$ cat src/rtl/norm_pkg.sv
// Package: shared constants helpers for the two-class normalizer.
// Assumes PROB_W >= 2 so that both 1.0 and 0.5 are representable.
package norm_pkg;
    // Fixed-point 1.0 for a PROB_W-bit probability with PROB_W-1 fraction bits
    function automatic int unsigned prob_one(input int unsigned pw);
        return 32'd1 << (pw - 1);
    endfunction

    // Fixed-point 0.5 in the same format
    function automatic int unsigned prob_half(input int unsigned pw);
        return 32'd1 << (pw - 2);
    endfunction
endpackage

$ cat src/rtl/relu_clamp.sv
// Module: relu_clamp
// Rectifies one signed score by testing its sign bit and muxing in zero.
// Output is the unsigned magnitude (sign bit dropped). Purely combinational.
module relu_clamp #(
    parameter int W = 16
) (
    input  logic [W-1:0] score_i,
    output logic [W-2:0] mag_o
);
    // Sign bit selects zero for negative inputs, passthrough otherwise
    always_comb begin
        mag_o = score_i[W-1] ? '0 : score_i[W-2:0];
    end
endmodule

$ cat src/rtl/addsub_unit.sv
// Module: addsub_unit
// One shared adder; subtraction adds the bitwise inverse plus a carry-in
// of one (two's complement). Wraps modulo 2^W.
module addsub_unit #(
    parameter int W = 18
) (
    input  logic [W-1:0] a_i,
    input  logic [W-1:0] b_i,
    input  logic         sub_i,
    output logic [W-1:0] res_o
);
    logic [W-1:0] b_sel;

    // Operand conditioning and single addition with carry-in
    always_comb begin
        b_sel = sub_i ? ~b_i : b_i;
        res_o = a_i + b_sel + {{(W-1){1'b0}}, sub_i};
    end
endmodule

$ cat src/rtl/cordic_div_core.sv
// Module: cordic_div_core
// Linear-mode non-restoring divider producing QW quotient bits, one per
// cycle, MSB weight 2^0. Assumes num_i <= den_i and den_i != 0 on load,
// so the quotient fits in QW bits with QW-1 fraction bits.
// last_o/quot_nxt_o expose the final iteration combinationally so the
// caller can register the result at the same edge.
module cordic_div_core #(
    parameter int NUM_W = 15,
    parameter int QW    = 8
) (
    input  logic             clk,
    input  logic             rst_n,
    input  logic             load_i,
    input  logic [NUM_W-1:0] num_i,
    input  logic [NUM_W:0]   den_i,
    output logic             busy_o,
    output logic             last_o,
    output logic [QW-1:0]    quot_nxt_o
);
    localparam int DEN_W = NUM_W + 1;
    localparam int REM_W = DEN_W + 2;
    localparam int CNT_W = $clog2(QW + 1);

    logic [REM_W-1:0] rem_q;
    logic [DEN_W-1:0] den_q;
    logic [QW-1:0]    quot_q;
    logic [CNT_W-1:0] cnt_q;
    logic             busy_q;
    logic             dir_sub;
    logic [REM_W-1:0] step_res;

    // Direction control: non-negative residual subtracts, negative adds
    always_comb begin
        dir_sub = ~rem_q[REM_W-1];
    end

    addsub_unit #(.W(REM_W)) u_addsub (
        .a_i   (rem_q),
        .b_i   ({2'b00, den_q}),
        .sub_i (dir_sub),
        .res_o (step_res)
    );

    // New quotient bit from the sign after the step; final-iteration flag
    always_comb begin
        quot_nxt_o = {quot_q[QW-2:0], ~step_res[REM_W-1]};
        last_o     = busy_q && (cnt_q == CNT_W'(QW - 1));
        busy_o     = busy_q;
    end

    // Iteration state: load operands, then shift-double residual each cycle
    always_ff @(posedge clk) begin
        if (!rst_n) begin
            rem_q  <= '0;
            den_q  <= '0;
            quot_q <= '0;
            cnt_q  <= '0;
            busy_q <= 1'b0;
        end else if (load_i) begin
            rem_q  <= {{(REM_W-NUM_W){1'b0}}, num_i};
            den_q  <= den_i;
            quot_q <= '0;
            cnt_q  <= '0;
            busy_q <= 1'b1;
        end else if (busy_q) begin
            rem_q  <= {step_res[REM_W-2:0], 1'b0};
            quot_q <= quot_nxt_o;
            cnt_q  <= cnt_q + 1'b1;
            if (last_o) begin
                busy_q <= 1'b0;
            end
        end
    end
endmodule

$ cat src/rtl/two_class_norm.sv
// Module: two_class_norm (top)
// Rectifies two signed class scores and normalizes them into probabilities
// that sum to exactly 1.0 (2^(PROB_W-1)). Starts are taken only while idle.
// An all-zero pair bypasses the divider and returns one half each.
module two_class_norm
    import norm_pkg::*;
#(
    parameter int SCORE_W = 16,
    parameter int PROB_W  = 8
) (
    input  logic                      clk,
    input  logic                      rst_n,
    input  logic                      start_i,
    input  logic signed [SCORE_W-1:0] kw_score_i,
    input  logic signed [SCORE_W-1:0] nk_score_i,
    output logic                      busy_o,
    output logic                      done_o,
    output logic [PROB_W-1:0]         prob_kw_o,
    output logic [PROB_W-1:0]         prob_nk_o
);
    localparam int MAG_W = SCORE_W - 1;
    localparam logic [PROB_W-1:0] P_ONE  = PROB_W'(prob_one(PROB_W));
    localparam logic [PROB_W-1:0] P_HALF = PROB_W'(prob_half(PROB_W));

    logic [SCORE_W-1:0] score_a [2];
    logic [MAG_W-1:0]   mag_a   [2];
    logic [MAG_W:0]     den_sum;
    logic               accept, load, tie;
    logic               core_busy, core_last;
    logic [PROB_W-1:0]  quot_nxt;
    logic [PROB_W-1:0]  kw_q, nk_q;
    logic               done_q;

    // Gather both scores for the rectifier array
    always_comb begin
        score_a[0] = kw_score_i;
        score_a[1] = nk_score_i;
    end

    for (genvar g = 0; g < 2; g++) begin : g_relu
        relu_clamp #(.W(SCORE_W)) u_relu (
            .score_i (score_a[g]),
            .mag_o   (mag_a[g])
        );
    end

    // Divisor and start qualification
    always_comb begin
        den_sum = {1'b0, mag_a[0]} + {1'b0, mag_a[1]};
        accept  = start_i && !core_busy;
        load    = accept && (den_sum != '0);
        tie     = accept && (den_sum == '0);
    end

    cordic_div_core #(.NUM_W(MAG_W), .QW(PROB_W)) u_div (
        .clk        (clk),
        .rst_n      (rst_n),
        .load_i     (load),
        .num_i      (mag_a[0]),
        .den_i      (den_sum),
        .busy_o     (core_busy),
        .last_o     (core_last),
        .quot_nxt_o (quot_nxt)
    );

    // Result registers and done strobe
    always_ff @(posedge clk) begin
        if (!rst_n) begin
            kw_q   <= '0;
            nk_q   <= '0;
            done_q <= 1'b0;
        end else begin
            done_q <= 1'b0;
            if (tie) begin
                kw_q   <= P_HALF;
                nk_q   <= P_HALF;
                done_q <= 1'b1;
            end else if (core_last) begin
                kw_q   <= quot_nxt;
                nk_q   <= P_ONE - quot_nxt;
                done_q <= 1'b1;
            end
        end
    end

    // Output mapping
    always_comb begin
        busy_o    = core_busy;
        done_o    = done_q;
        prob_kw_o = kw_q;
        prob_nk_o = nk_q;
    end
endmodule

$ cat config.mk
export PLATFORM = sky130hd
export DESIGN_NAME = two_class_norm
export DESIGN_NICKNAME = d
export VERILOG_FILES = /design/src/rtl/norm_pkg.sv /design/src/rtl/relu_clamp.sv /design/src/rtl/addsub_unit.sv /design/src/rtl/cordic_div_core.sv /design/src/rtl/two_class_norm.sv
export SDC_FILE = /design/constraint.sdc
export NUM_CORES = 1
export LEC_CHECK = 0
export BUFFER_PORTS_ARGS = -buffer_cell sky130_fd_sc_hd__buf_4
export CORE_MARGIN = 2
export CORE_UTILIZATION = 45
export DETAILED_ROUTE_END_ITERATION = 7
export SYNTH_ARGS = -nofsm -noshare
export SYNTH_HDL_FRONTEND = slang
export SYNTH_SLANG_ARGS = --single-unit
export TNS_END_PERCENT = 5
$ cat constraint.sdc
create_clock -name clk -period 4.6 [get_ports clk]
set_clock_uncertainty 0.05 [all_clocks]
set_input_delay 0.92 -clock clk [delete_from_list [all_inputs] [get_ports clk]]
set_output_delay 0.92 -clock clk [all_outputs]
set_load 0.02 [all_outputs]
After elaboration in Yosys (flattened, before gate mapping)

Cells that the tools add are included.

$add $sub $neg: 5
Equality and inequality tests: 1
Multiplexer cells: 14
Bitwise logic cells: 4
Reductions and logical operators: 11

Operator list:

| kind                                          | number |
|---|---|
| 2-to-1 mux 15 bit                             | 4 |
| 2-to-1 mux 7 bit                              | 4 |
| adder 18 x 1 -> 18 bit                        | 1 |
| adder 18 bit                                  | 1 |
| 2-to-1 mux 18 bit                             | 1 |
| NOT 16 -> 18 bit                              | 1 |
| adder 15 x 15 -> 16 bit                       | 1 |
| zero test 16 bit                              | 1 |
| nonzero test 16 bit                           | 1 |
| subtractor 8 bit, first input constant        | 1 |
| 2-to-1 mux 1 bit                              | 5 |
| adder 4 x 1 -> 4 bit, second input constant   | 1 |
| == test 4 x 3 -> 1 bit, second input constant | 1 |
| logical AND 1 bit                             | 4 |
| nonzero test 2 bit                            | 2 |
| OR reduction 2 bit                            | 2 |
| NOT 1 bit                                     | 3 |
| zero test 1 bit                               | 1 |

Flip-flop bits (word level): 63
Input port bits: 35
Output and inout bits: 18
Word-level logic and storage cells: 46

Logic depth before layout (Yosys ltp)

Depth in word-level cells: 8
Mapped depth: 15

Hierarchy

Synthesis repeated with hierarchy kept, for this count alone.

Cells, all modules: 539
Area, all modules: 4911.0 sq um

By module, submodules not included:

| module          | times used | cells an instance | area each (sq um) |
|---|---|---|---|
| cordic_div_core | 1          | 177               | 2001.9 |
| two_class_norm  | 1          | 199               | 1634.1 |
| addsub_unit     | 1          | 131               | 1009.7 |
| relu_clamp      | 2          | 16                | 132.6 |

Worst setup path after synthesis

Ideal clock, no wire load.

Path kind: input to register
Start point: input port kw_score_i[15]
End point: register u_div.den_q[4]
Data arrival time: 3.810 ns
Data required time: 4.429 ns
Setup slack: 0.620 ns
Stages on the path: 12
Path buffers: 1
Cells stage by stage: clkbuf_1 nor2b_1 ha_1 fa_1 a211oi_2 o211a_1 o32ai_2 o31a_1 o2111a_1 and3_4 a21oi_4 mux2_2

Longest elaborated chain between the ends: 4

Ends and longest elaborated chain:

| what                      | RTL line              | RTL |
|---|---|---|
| start: declaration        | two_class_norm.sv:14  | `input logic signed [SCORE_W-1:0] kw_score_i,` |
| 2-to-1 mux 15 bit *       | relu_clamp.sv:12      | `mag_o = score_i[W-1] ? '0 : score_i[W-2:0];` |
| adder 15 x 15 -> 16 bit * | two_class_norm.sv:49  | `den_sum = {1'b0, mag_a[0]} + {1'b0, mag_a[1]};` |
| nonzero test 16 bit       | two_class_norm.sv:51  | `load = accept && (den_sum != '0);` |
| logical AND 1 bit         | two_class_norm.sv:51  |  |
| end signal: assignment    | cordic_div_core.sv:61 | `den_q <= den_i;` |
| end: declaration          | cordic_div_core.sv:25 | `logic [DEN_W-1:0] den_q;` |

Mark *: on every way between the ends. The rest lies on a longest branch, timed or not.
A chain may end at the register's enable or synchronous reset.

Worst setup path after layout

Start point: input port kw_score_i[15]
End point: register u_div.den_q[7]

Same word-level chain as after synthesis.

==> flow_metrics.env <==
export IMPL_status="finished clean"
export IMPL_worst_setup_path_start_kind="input pin"
export IMPL_timing_final_crit_share_pct=86.3
export IMPL_worst_pin_slew_ps=1070
export IMPL_drv_slew=0
export IMPL_stdcell_count=768
export IMPL_grt_max_degree=40
export IMPL_synth_seq_area_share_pct=26.0
export IMPL_use_met1_pct=34.9
export IMPL_syn_num_nets=665
export IMPL_busiest_layer="met1"
export IMPL_cts_hold_buf=0
export IMPL_path_max_fanout=32
export IMPL_setup_viol=0
export IMPL_drtIter0Drc=285
export IMPL_worstPathRequired_ps=4790
export IMPL_grt_pass1_vias=4014
export IMPL_async_flop_share_pct=0
export IMPL_arrival_ps=4160
export IMPL_endpoint_kind="flip-flop"
export IMPL_drive_gt1_share_pct=14.4
export IMPL_die_h_um=107
export IMPL_fmax_mhz=252
export IMPL_ioPinCount=53
export IMPL_clock_sinks=62
export IMPL_fp_dieW_um=107
export IMPL_clk_pin_slew_ps=70
export IMPL_start_util_pct=46.2
export IMPL_dieArea_sq_um=11400
export IMPL_overflow=0
export IMPL_viasPerCell=5.70
export IMPL_antenna_found_initial=0
export IMPL_rrSetupSlack_ps=760
export IMPL_rows=37
export IMPL_synth_seq_cells=62
export IMPL_grt_util_all_layers_pct=22.8
export IMPL_tns_ps=0
export IMPL_period_minus_slack_ps=3970
export IMPL_postCtsSetupBuffers=0
export IMPL_dpl_hpwl_mm=9.63
export IMPL_placed_cells=752
export IMPL_power_density_nw_per_um2=365
export IMPL_routed_wl_mm=12.5
export IMPL_synthCells=595
export IMPL_yosysWarnings=0
export IMPL_cts_buffers=9
export IMPL_clkLatencyLatePin_ps=350
export IMPL_clock_root_buffer="clkbuf_8"
export IMPL_relSlewSlack_pct=28.6
export IMPL_min_path_type="reg -> reg"
export IMPL_port_buffers=52
export IMPL_num_vias=4375
export IMPL_cts_max_path_buffers=2
export IMPL_syn_to_final_growth_pct=14.1
export IMPL_final_nets=697
export IMPL_synth_cell_type_count=66
export IMPL_avgSynthCellArea_sq_um=8.02
export IMPL_first_pass_iters=5
export IMPL_post_cts_resized=0
export IMPL_cts_tree="built"
export IMPL_htree_levels=3
export IMPL_n_antenna_cell=0
export IMPL_grt_setup_unrepaired="no"
export IMPL_gp_congestion=0.906
export IMPL_wl_per_cell_um=16.3
export IMPL_grt_pass1_wl_mm=20.7
export IMPL_hold_viol=0
export IMPL_drc_errors=0
export IMPL_cap_violations=0
export IMPL_synth_flop_cell="dfxtp_1"
export IMPL_met3_usage_pct=3.22
export IMPL_leakage_uw=0.00222
export IMPL_syn_area_sq_um=4770
export IMPL_max_vdd_ir_drop_mv=0.169
export IMPL_nFillCells=979
export IMPL_synth_edf_count=0
export IMPL_critical_path_class="in -> reg"
export IMPL_ant_nets=0
export IMPL_met2_usage_pct=32.8
export IMPL_core_area_sq_um=10300
[logic make-up (layout without fill, tap and decap cells)]
kind of cell,count (synthesis),after routing,synth area share (%)
flops,62,62,26.0
mux,29,29,6.14
xor+xnor,35,35,6.43
fa+ha+maj,35,35,9.49
buf+inv,51,88,4.72
simple gates,214,214,21.6
compound gates,169,169,25.6
[metal layers]
layer | vias to the layer above | part of all wire (%)
met1 | 2062 | 53
li1 | 2223 | -
met2 | 77 | 43
met5 | - | 0
met3 | 13 | 3.0
met4 | 0 | 1.4
[stage by stage]
stage	instance area (sq um)	setup WS (ps)	utilization (%)	hold slack, ps	power (uW)
final	5450	629	52.7	407	1990
after global routing	5450	432	52.7	430	2120
after detailed placement	5210	317	50.5	401	1430
after global placement	5210	373	50.5	398	1420
after floorplan	4770	620	-	397	1250
after CTS	5450	666	52.7	413	2000
[Yosys cell counts, types with 3 or more instances]
master / count / area (sq um)
nand2_1: 69 / 259
dfxtp_1: 62 / 1240
nor2b_1: 40 / 250
nor2_1: 36 / 135
a211oi_1: 33 / 248
a21oi_1: 33 / 165
ha_1: 33 / 413
nor3_1: 30 / 150
mux2i_1: 27 / 270
o21ai_0: 25 / 125
clkbuf_1: 23 / 86.3
xnor2_1: 23 / 201
inv_1: 15 / 56.3
xor2_1: 12 / 105
a21o_1: 11 / 82.6
o21a_1: 11 / 82.6
nand3_1: 10 / 50.1
and3_1: 6 / 37.5
buf_2: 6 / 30.0
o211ai_1: 6 / 45.0
o21ai_1: 6 / 30.0
or2_2: 5 / 31.3
a211o_1: 4 / 35.0
nor4_1: 4 / 25.0
a211oi_2: 3 / 37.5
buf_4: 3 / 22.5
nand2b_1: 3 / 18.8
nand4_1: 3 / 18.8
o31ai_1: 3 / 22.5
or3_1: 3 / 18.8
[where the power goes]
group / internal (uW) / switching (uW) / total, uW / leakage (uW)
Combinational: 350 / 477 / 826 / 0.00160
Clock: 334 / 222 / 557 / 0.000116
Sequential: 572 / 30.2 / 602 / 0.000506
Total: 1260 / 729 / 1990 / 0.00222
[final timing paths]
| check | end | cells past startpoint | startpoint |
|---|---|---|---|
| setup reg to reg | prob_nk_o[6]$_SDFFE_PN0P_ | 13 | u_div.rem_q[17]$_SDFFE_PP0P_ |
| setup / recovery | u_div.den_q[7]$_SDFFE_PN0P_ | 13 | kw_score_i[15] |
| hold reg to reg | prob_nk_o[5]$_SDFFE_PP0P_ | 2 | prob_nk_o[5]$_SDFFE_PP0P_ |
| hold / removal | prob_nk_o[5]$_SDFFE_PP0P_ | 2 | prob_nk_o[5]$_SDFFE_PP0P_ |
[placed cells by master (no fill, tap or decap), types with 5 or more instances in the layout]
cell / count
o21ai_1: 6
o211ai_1: 6
nand3_1: 10
a21o_1: 11
buf_4: 56
clkbuf_8: 11
nor2_1: 36
xnor2_1: 23
nand2_1: 69
o21ai_0: 25
o21a_1: 11
nor2b_1: 40
dfxtp_1: 62
or2_2: 5
and3_1: 6
inv_1: 15
a211oi_1: 33
ha_1: 33
mux2i_1: 27
nor3_1: 30
a21oi_1: 33
xor2_1: 12
[cell type report]
type	count	area, sq um	share of cell area [%]
Clock buffer	11	151	2.78
Clock inverter	5	81.3	1.49
Inverter	15	56.3	1.03
Multi-Input combinational cell	482	3300	60.7
Sequential cell	62	1240	22.8
Tap cell	136	170	3.12
Timing Repair Buffer	57	440	8.09
[state kept, by name, indices dropped and copies added (netlist names)]
name	flops
done_o	1
prob_kw_o	8
prob_nk_o	7
u_div.busy_o	1
u_div.cnt_q	4
u_div.den_q	16
u_div.quot_q	7
u_div.rem_q	18
[critical path, cell delays in order]
cell      delay [ps]
buf_4            170
nor2b_1           90
ha_1             240
fa_1             440
a211oi_2         340
o211a_1          270
o32ai_2          120
o31a_1           300
o2111a_1         270
and3_4           240
a21oi_4          150
buf_12           230
mux2_2           350
Power figures use the tool's default switching activity.
